==> config.mk <==
export PLATFORM = sky130hd
export DESIGN_NAME = link_restart_seq
export DESIGN_NICKNAME = d
export VERILOG_FILES = /design/src/rtl/rs_pkg.sv /design/src/rtl/rs_timer.sv /design/src/rtl/rs_port_addr.sv /design/src/rtl/rs_fwd_gate.sv /design/src/rtl/link_restart_seq.sv
export SDC_FILE = /design/constraint.sdc
export NUM_CORES = 1
export LEC_CHECK = 0
export BUFFER_PORTS_ARGS = -buffer_cell sky130_fd_sc_hd__buf_2
export CAP_MARGIN = 10
export CORE_ASPECT_RATIO = 1.5
export CORE_MARGIN = 2
export CORE_UTILIZATION = 53
export CTS_BUF_LIST = sky130_fd_sc_hd__clkbuf_8
export DETAILED_ROUTE_END_ITERATION = 10
export PLACE_DENSITY = 0.83
export SETUP_SLACK_MARGIN = 0.4
export SLEW_MARGIN = 40
export SYNTH_ARGS = -nofsm -noshare
export SYNTH_HDL_FRONTEND = slang
export SYNTH_HIERARCHICAL = 1
export SYNTH_SLANG_ARGS = --single-unit
==> constraint.sdc <==
create_clock -name clk -period 3.77 [get_ports clk]
set_clock_uncertainty 0.15 [all_clocks]
set_input_delay 0.754 -clock clk [delete_from_list [all_inputs] [get_ports clk]]
set_output_delay 0.754 -clock clk [all_outputs]
set_load 0.05 [all_outputs]
==> src/rtl/rs_pkg.sv <==
package rs_pkg;
  localparam int RS_DW            = 32;
  localparam int RS_RST_BIT       = 31;
  localparam int RS_REINIT_BIT    = 0;
  localparam int RS_SYSREF_ON_BIT = 1;

  typedef enum logic [3:0] {
    ST_IDLE,
    ST_DRAIN,
    ST_RST_HOLD,
    ST_RB_REQ,
    ST_RB_WAIT,
    ST_RI_SET,
    ST_RI_HOLD,
    ST_RI_CLR,
    ST_SYNC_WAIT
  } rs_state_e;
endpackage

==> src/rtl/rs_timer.sv <==
module rs_timer #(
  parameter int CW = 8
) (
  input  logic          clk,
  input  logic          rst,
  input  logic          load_i,
  input  logic [CW-1:0] load_val_i,
  output logic          expired_o
);
  logic [CW-1:0] cnt_q;

  always_ff @(posedge clk) begin
    if (rst) begin
      cnt_q <= '0;
    end else if (load_i) begin
      cnt_q <= load_val_i;
    end else if (cnt_q != '0) begin
      cnt_q <= cnt_q - 1'b1;
    end
  end

  assign expired_o = (cnt_q == '0);
endmodule

==> src/rtl/rs_port_addr.sv <==
module rs_port_addr #(
  parameter int AW            = 16,
  parameter int IW            = 4,
  parameter int PORT_SPAN     = 256,
  parameter int LINK_BASE     = 0,
  parameter int LINK_CTRL_OFS = 4
) (
  input  logic [IW-1:0] idx_i,
  output logic [AW-1:0] addr_o
);
  localparam logic [AW-1:0] OFS  = AW'(LINK_BASE + LINK_CTRL_OFS);
  localparam logic [AW-1:0] SPAN = AW'(PORT_SPAN);

  assign addr_o = OFS + AW'(idx_i) * SPAN;
endmodule

==> src/rtl/rs_fwd_gate.sv <==
module rs_fwd_gate (
  input  logic clk,
  input  logic rst,
  input  logic hold_i,
  input  logic sync_i,
  output logic rx_rst_o,
  output logic rx_clk_en_o,
  output logic sysref_o
);
  logic sync_q;

  always_ff @(posedge clk) begin
    if (rst) sync_q <= 1'b0;
    else     sync_q <= sync_i & ~hold_i;
  end

  assign sysref_o    = sync_q & ~hold_i;
  assign rx_rst_o    = hold_i;
  assign rx_clk_en_o = ~hold_i;
endmodule

==> src/rtl/link_restart_seq.sv <==
module link_restart_seq
  import rs_pkg::*;
#(
  parameter int N_IN          = 12,
  parameter int AW            = 16,
  parameter int BLOCK_LEN     = 1024,
  parameter int DRAIN_BLOCKS  = 2,
  parameter int REINIT_HOLD   = 256,
  parameter int PORT_SPAN     = 256,
  parameter int LINK_BASE     = 0,
  parameter int LINK_CTRL_OFS = 4,
  parameter int SRC_EN_ADDR   = 'hF000,
  parameter int CTRL_ADDR     = 'hF100
) (
  input  logic              clk,
  input  logic              rst,
  input  logic              start_i,
  input  logic              full_mode_i,
  input  logic [N_IN-1:0]   dis_mask_i,
  input  logic              sync_i,
  output logic              busy_o,
  output logic              done_o,
  output logic              rb_ok_o,
  output logic              mm_wr_o,
  output logic              mm_rd_o,
  output logic [AW-1:0]     mm_addr_o,
  output logic [RS_DW-1:0]  mm_wdata_o,
  input  logic [RS_DW-1:0]  mm_rdata_i,
  input  logic              mm_rvalid_i,
  output logic [RS_DW-1:0]  ctrl_word_o,
  output logic              rx_rst_o,
  output logic              rx_clk_en_o,
  output logic              sysref_o
);
  localparam int DRAIN_CYC = DRAIN_BLOCKS * BLOCK_LEN;
  localparam int MAX_WAIT  = (DRAIN_CYC > REINIT_HOLD) ? DRAIN_CYC : REINIT_HOLD;
  localparam int CW        = $clog2(MAX_WAIT + 1);
  localparam int IW        = (N_IN > 1) ? $clog2(N_IN) : 1;
  localparam logic [RS_DW-1:0] RST_WORD    = RS_DW'(1) << RS_RST_BIT;
  localparam logic [RS_DW-1:0] SYSON_WORD  = RS_DW'(1) << RS_SYSREF_ON_BIT;
  localparam logic [RS_DW-1:0] REINIT_WORD = SYSON_WORD | (RS_DW'(1) << RS_REINIT_BIT);
  localparam logic [AW-1:0]    SRC_A       = AW'(SRC_EN_ADDR);
  localparam logic [AW-1:0]    CTRL_A      = AW'(CTRL_ADDR);

  rs_state_e          state_q;
  logic               full_q;
  logic [N_IN-1:0]    mask_q;
  logic [IW-1:0]      idx_q;
  logic               sync_cnt_q;
  logic               rb_ok_q;
  logic               done_q;
  logic               wr_q, rd_q;
  logic [AW-1:0]      addr_q;
  logic [RS_DW-1:0]   wdata_q;
  logic [RS_DW-1:0]   ctrl_q;

  logic               tmr_load;
  logic [CW-1:0]      tmr_val;
  logic               tmr_expired;
  logic [AW-1:0]      port_addr;
  logic               idx_last;
  logic [RS_DW-1:0]   mask_word;

  assign idx_last  = (idx_q == IW'(N_IN - 1));
  assign mask_word = RS_DW'(mask_q);
  assign tmr_load  = (state_q == ST_IDLE && start_i && full_mode_i) ||
                     (state_q == ST_RI_SET && idx_last);
  assign tmr_val   = (state_q == ST_IDLE) ? CW'(DRAIN_CYC) : CW'(REINIT_HOLD);

  rs_timer #(.CW(CW)) u_timer (
    .clk        (clk),
    .rst        (rst),
    .load_i     (tmr_load),
    .load_val_i (tmr_val),
    .expired_o  (tmr_expired)
  );

  rs_port_addr #(
    .AW(AW), .IW(IW), .PORT_SPAN(PORT_SPAN),
    .LINK_BASE(LINK_BASE), .LINK_CTRL_OFS(LINK_CTRL_OFS)
  ) u_addr (
    .idx_i  (idx_q),
    .addr_o (port_addr)
  );

  rs_fwd_gate u_gate (
    .clk         (clk),
    .rst         (rst),
    .hold_i      (ctrl_q[RS_RST_BIT]),
    .sync_i      (sync_i),
    .rx_rst_o    (rx_rst_o),
    .rx_clk_en_o (rx_clk_en_o),
    .sysref_o    (sysref_o)
  );

  always_ff @(posedge clk) begin
    if (rst) begin
      state_q    <= ST_IDLE;
      full_q     <= 1'b0;
      mask_q     <= '0;
      idx_q      <= '0;
      sync_cnt_q <= 1'b0;
      rb_ok_q    <= 1'b0;
      done_q     <= 1'b0;
      wr_q       <= 1'b0;
      rd_q       <= 1'b0;
      addr_q     <= '0;
      wdata_q    <= '0;
      ctrl_q     <= '0;
    end else begin
      wr_q   <= 1'b0;
      rd_q   <= 1'b0;
      done_q <= 1'b0;
      unique case (state_q)
        ST_IDLE: begin
          if (start_i) begin
            full_q  <= full_mode_i;
            mask_q  <= dis_mask_i;
            rb_ok_q <= 1'b0;
            idx_q   <= '0;
            if (full_mode_i) begin
              wr_q    <= 1'b1;
              addr_q  <= SRC_A;
              wdata_q <= '0;
              state_q <= ST_DRAIN;
            end else begin
              state_q <= ST_RI_SET;
            end
          end
        end
        ST_DRAIN: begin
          if (tmr_expired) begin
            wr_q       <= 1'b1;
            addr_q     <= CTRL_A;
            wdata_q    <= RST_WORD;
            ctrl_q     <= RST_WORD;
            sync_cnt_q <= 1'b0;
            state_q    <= ST_RST_HOLD;
          end
        end
        ST_RST_HOLD: begin
          if (sync_i) begin
            if (sync_cnt_q) begin
              wr_q    <= 1'b1;
              addr_q  <= CTRL_A;
              wdata_q <= mask_word;
              ctrl_q  <= mask_word;
              state_q <= ST_RB_REQ;
            end else begin
              sync_cnt_q <= 1'b1;
            end
          end
        end
        ST_RB_REQ: begin
          rd_q    <= 1'b1;
          addr_q  <= CTRL_A;
          state_q <= ST_RB_WAIT;
        end
        ST_RB_WAIT: begin
          if (mm_rvalid_i) begin
            rb_ok_q <= (mm_rdata_i == ctrl_q);
            state_q <= ST_RI_SET;
          end
        end
        ST_RI_SET: begin
          wr_q    <= 1'b1;
          addr_q  <= port_addr;
          wdata_q <= REINIT_WORD;
          if (idx_last) begin
            idx_q   <= '0;
            state_q <= ST_RI_HOLD;
          end else begin
            idx_q <= idx_q + 1'b1;
          end
        end
        ST_RI_HOLD: begin
          if (tmr_expired) state_q <= ST_RI_CLR;
        end
        ST_RI_CLR: begin
          wr_q    <= 1'b1;
          addr_q  <= port_addr;
          wdata_q <= SYSON_WORD;
          if (idx_last) begin
            idx_q <= '0;
            if (full_q) begin
              state_q <= ST_SYNC_WAIT;
            end else begin
              done_q  <= 1'b1;
              state_q <= ST_IDLE;
            end
          end else begin
            idx_q <= idx_q + 1'b1;
          end
        end
        ST_SYNC_WAIT: begin
          if (sync_i) begin
            wr_q    <= 1'b1;
            addr_q  <= SRC_A;
            wdata_q <= RS_DW'(1);
            done_q  <= 1'b1;
            state_q <= ST_IDLE;
          end
        end
        default: state_q <= ST_IDLE;
      endcase
    end
  end

  assign busy_o      = (state_q != ST_IDLE);
  assign done_o      = done_q;
  assign rb_ok_o     = rb_ok_q;
  assign mm_wr_o     = wr_q;
  assign mm_rd_o     = rd_q;
  assign mm_addr_o   = addr_q;
  assign mm_wdata_o  = wdata_q;
  assign ctrl_word_o = ctrl_q;
endmodule

==> impl_metrics.xml <==
<?xml version="1.0" encoding="UTF-8"?>
<metrics>
  <group name="status">
    <metric name="outcome" unit="">completed</metric>
  </group>
  <group name="floorplan">
    <metric name="design.portCount" unit="">138</metric>
    <metric name="starting_utilization_of_the_core_area" unit="%">54.6</metric>
    <metric name="die-width" unit="um">76.3</metric>
    <metric name="placementRows" unit="">39</metric>
    <metric name="fp.dieH" unit="um">112</metric>
    <metric name="core_area" unit="mm^2">0.00761</metric>
    <metric name="floorplan.die_area" unit="mm^2">0.00858</metric>
  </group>
  <group name="timing">
    <metric name="layout_worst_path_cycle_share" unit="%">81.9</metric>
    <metric name="slew_headroom" unit="%">48.4</metric>
    <metric name="unrepaired_setup_endpoints_after_global_routing" unit="">no</metric>
    <metric name="final_setup_violation_count" unit="">0</metric>
    <metric name="setup-tns-final" unit="ns">0</metric>
    <metric name="report.final.slew_viol_count" unit="">0</metric>
    <metric name="hold_viol_final" unit="">0</metric>
    <metric name="achievable_freq" unit="GHz">0.324</metric>
    <metric name="slew_at_the_pin_closest_to_its_max_slew_limit" unit="ns">0.772</metric>
    <metric name="final_hold_slack" unit="ns">0.326</metric>
    <metric name="post-route-min-period" unit="ns">3.09</metric>
  </group>
  <group name="cells_and_area">
    <metric name="final_area" unit="mm^2">0.00469</metric>
    <metric name="drive_gt1_share" unit="%">23.6</metric>
    <metric name="insertedDiodeCount" unit="">0</metric>
    <metric name="area_growth_syn_to_layout" unit="%">12.8</metric>
    <metric name="final_cells" unit="">682</metric>
    <metric name="final_net_count" unit="">628</metric>
  </group>
  <group name="yosys">
    <metric name="total_number_of_yosys_warnings" unit="">6</metric>
    <metric name="synth_edf_count" unit="">0</metric>
    <metric name="synth_area" unit="mm^2">0.00416</metric>
    <metric name="yosysMostFrequentCell" unit="">sky130_fd_sc_hd__dfxtp_1</metric>
    <metric name="seq_area_frac_synth" unit="%">39.0</metric>
    <metric name="post_synth_inst_count" unit="">485</metric>
    <metric name="synth_area_per_inst" unit="um^2">8.57</metric>
    <metric name="yosys-top-cells-area" unit="">sky130_fd_sc_hd__dfxtp_1 39%, sky130_fd_sc_hd__buf_4 9.9%, sky130_fd_sc_hd__a21oi_1 5.2%, sky130_fd_sc_hd__nand2_1 4.7%, sky130_fd_sc_hd__a22o_1 4.6%</metric>
    <metric name="commonest_cells_post_synth" unit="">81 x sky130_fd_sc_hd__dfxtp_1, 55 x sky130_fd_sc_hd__buf_4, 52 x sky130_fd_sc_hd__nand2_1</metric>
    <metric name="postSynth.topFlopCell" unit="">sky130_fd_sc_hd__dfxtp_1</metric>
    <metric name="number_of_different_library_cells_in_the_post_synthesis_netlist" unit="">62</metric>
    <metric name="post-synth-top-area-cell" unit="">sky130_fd_sc_hd__dfxtp_1</metric>
    <metric name="synth_async_sr_flop_share" unit="%">0</metric>
    <metric name="synth_seq_cells" unit="">81</metric>
    <metric name="synth_top_cell_area_share" unit="%">39.0</metric>
  </group>
  <group name="drt">
    <metric name="antenna_left" unit="">0</metric>
    <metric name="routed-via-count" unit="">3580</metric>
    <metric name="drc_errors" unit="">0</metric>
    <metric name="avgRoutedWirePerCell" unit="um">13.9</metric>
    <metric name="vias_per_cell" unit="">5.25</metric>
    <metric name="drt_pre_antenna_iters" unit="">5</metric>
    <metric name="dr.first_iter.drc_count" unit="">196</metric>
    <metric name="totalWireLength" unit="um">9500</metric>
  </group>
  <group name="setup_path">
    <metric name="worst-endpoint-arrival" unit="ns">3.24</metric>
    <metric name="critical_path.top_delay_family" unit="">compound AO/OA/AOI/OAI gates</metric>
    <metric name="startpoint_type" unit="">register</metric>
    <metric name="cp_data_required_time" unit="ns">3.93</metric>
    <metric name="path_max_fanout" unit="">18</metric>
    <metric name="worstSetupEndpointType" unit="">register</metric>
    <metric name="slowest_delay" unit="ns">0.46</metric>
    <metric name="timing.critical_path.slowest_stage_cell" unit="">sky130_fd_sc_hd__o22a_1</metric>
    <metric name="timing.critical_path.buf_inv" unit="">4</metric>
    <metric name="crit_start" unit="">u_timer/cnt_q[0]$_SDFFE_PP0P_</metric>
    <metric name="setup.worst_path.class" unit="">register to register</metric>
    <metric name="crit_top_cell" unit="">sky130_fd_sc_hd__inv_1</metric>
    <metric name="crit_path_cell_trace" unit="">inv_1 &gt; ha_1 &gt; nor3b_2 &gt; nand3_1 &gt; inv_1 &gt; inv_1 &gt; o22a_1 &gt; a2111oi_4 &gt; buf_4 &gt; a22o_1</metric>
    <metric name="timing.rr.start" unit="">u_timer/cnt_q[0]$_SDFFE_PP0P_</metric>
  </group>
  <group name="cts">
    <metric name="cts.sink_count" unit="">81</metric>
    <metric name="buffer_levels_on_the_longest_clock_path" unit="">2</metric>
    <metric name="cts_inserted_buffers" unit="">9</metric>
    <metric name="cts-htree-levels" unit="">3</metric>
    <metric name="clock-root-buffer" unit="">sky130_fd_sc_hd__clkbuf_8</metric>
    <metric name="tritoncts_clock_tree" unit="">done</metric>
    <metric name="clock_insertion_delay_worst_skew" unit="ns">0.36</metric>
    <metric name="clk_pin_slew" unit="ns">0.08</metric>
  </group>
  <group name="global_route">
    <metric name="grt_max_degree" unit="">49</metric>
    <metric name="wire_length_of_the_first_global_routing_pass" unit="um">15300</metric>
    <metric name="number_of_global_route_vias_before_repair" unit="">3354</metric>
    <metric name="globalRouteOverflowTotal" unit="">0</metric>
    <metric name="grt.total_usage" unit="%">22.2</metric>
    <metric name="grt_antenna_before_repair" unit="">0</metric>
  </group>
  <group name="pwr">
    <metric name="p_leak" unit="nW">2.01</metric>
    <metric name="power.total" unit="mW">3.10</metric>
    <metric name="peakVddDrop" unit="mV">0.405</metric>
    <metric name="powerDensity" unit="mW/mm^2">661</metric>
  </group>
  <group name="hold_path">
    <metric name="holdCritPathClass" unit="">register to register</metric>
    <metric name="hold_path_startpoint" unit="">mm_addr_o[6]$_SDFFE_PP0P_</metric>
  </group>
  <group name="placed_design">
    <metric name="dpl_cell_area" unit="mm^2">0.00448</metric>
    <metric name="port_buffers" unit="">99</metric>
    <metric name="post-dp-hpwl" unit="um">6990</metric>
    <metric name="dpl.cell_count" unit="">665</metric>
    <metric name="gpl.final_weighted_congestion" unit="">0.871</metric>
  </group>
  <group name="job">
    <metric name="max_cap_viol_count" unit="">0</metric>
  </group>
</metrics>
## placed cells by master, fill, tap and decap left out, types with 4 or more instances in the layout
cell / instances
sky130_fd_sc_hd__buf_2: 98
sky130_fd_sc_hd__dfxtp_1: 81
sky130_fd_sc_hd__conb_1: 60
sky130_fd_sc_hd__nand2_1: 52
sky130_fd_sc_hd__a21oi_1: 43
sky130_fd_sc_hd__a22o_1: 22
sky130_fd_sc_hd__inv_1: 20
sky130_fd_sc_hd__nand3_1: 20
sky130_fd_sc_hd__nor2_1: 18
sky130_fd_sc_hd__xnor2_1: 14
sky130_fd_sc_hd__nor3_1: 14
sky130_fd_sc_hd__o21ai_0: 10
sky130_fd_sc_hd__nor4_1: 10
sky130_fd_sc_hd__nor2b_1: 9
sky130_fd_sc_hd__clkbuf_8: 9
sky130_fd_sc_hd__mux2i_1: 8
sky130_fd_sc_hd__nand3b_1: 6
sky130_fd_sc_hd__a211oi_1: 5
sky130_fd_sc_hd__nand4_1: 5
sky130_fd_sc_hd__nor3b_1: 4
sky130_fd_sc_hd__o221a_2: 4
sky130_fd_sc_hd__buf_4: 4
## routing by layer
layer / share of wire (%) / up-vias / global-route usage, % / wire length [um]
li1: - / 1792 / - / -
met1: 39 / 1646 / 24.5 / 3680
met2: 53 / 122 / 39.5 / 5040
met3: 5.4 / 20 / 6.03 / 516
met4: 2.8 / 0 / 10.5 / 262
met5: 0 / - / 0 / 0
## cell families after synthesis
family | after synthesis | synth area share [%]
XOR/XNOR | 14 | 2.95
flip-flops | 81 | 39.0
AO/OA/AOI/OAI | 113 | 19.4
adder cells (fa/ha/maj) | 3 | 0.903
other | 3 | 0.271
buffers and inverters | 98 | 14.3
AND/OR/NAND/NOR | 163 | 20.7
multiplexers | 10 | 2.47
## metrics by stage
stage               setup slack [ns]  utilization [%]
floorplan                       1.06                -
global placement               0.605             58.9
detailed placement             0.448             58.9
CTS                            0.508             61.5
global route                   0.480             61.6
finish                         0.684             61.6
## final cells by class
type	count	area, um^2
multi-input cells	363	2160
inverters	18	67.6
flip-flops and latches	81	1620
well taps	102	128
repair buffers	102	520
clock inverters	7	63.8
fillers	703	2930
clock buffers	9	124
## report_power, final
group / switching, mW / internal (mW)
registers: 0.196 / 1.00
clock network: 0.303 / 0.300
logic: 0.848 / 0.448
## sequential cells by signal (all words and copies together) (netlist names)
name / count
mm_wr_o: 1
idx_q: 4
ctrl_word_o: 13
full_q: 1
u_gate/sync_q: 1
u_timer/cnt_q: 12
mm_rd_o: 1
rb_ok_o: 1
done_o: 1
sync_cnt_q: 1
mm_addr_o: 16
mask_q: 12
mm_wdata_o: 13
state_q: 4
## path summary, 6_finish.rpt
kind                                      to  slack (ns)  depth (start not counted)
setup / recovery  mm_wdata_o[2]$_SDFFE_PP0P_        0.68                         10
hold / removal     mm_addr_o[6]$_SDFFE_PP0P_        0.33                          1
setup reg to reg  mm_wdata_o[2]$_SDFFE_PP0P_        0.68                         10
hold reg to reg    mm_addr_o[6]$_SDFFE_PP0P_        0.33                          1
## repair_timing
item	4_1_cts	5_1_grt
hold buffers	0	0
resized for setup	0	1
setup buffers	1	0
pin swaps	1	0
endpoints found under the setup margin	10	16
(Power assumes the default switching activity.)
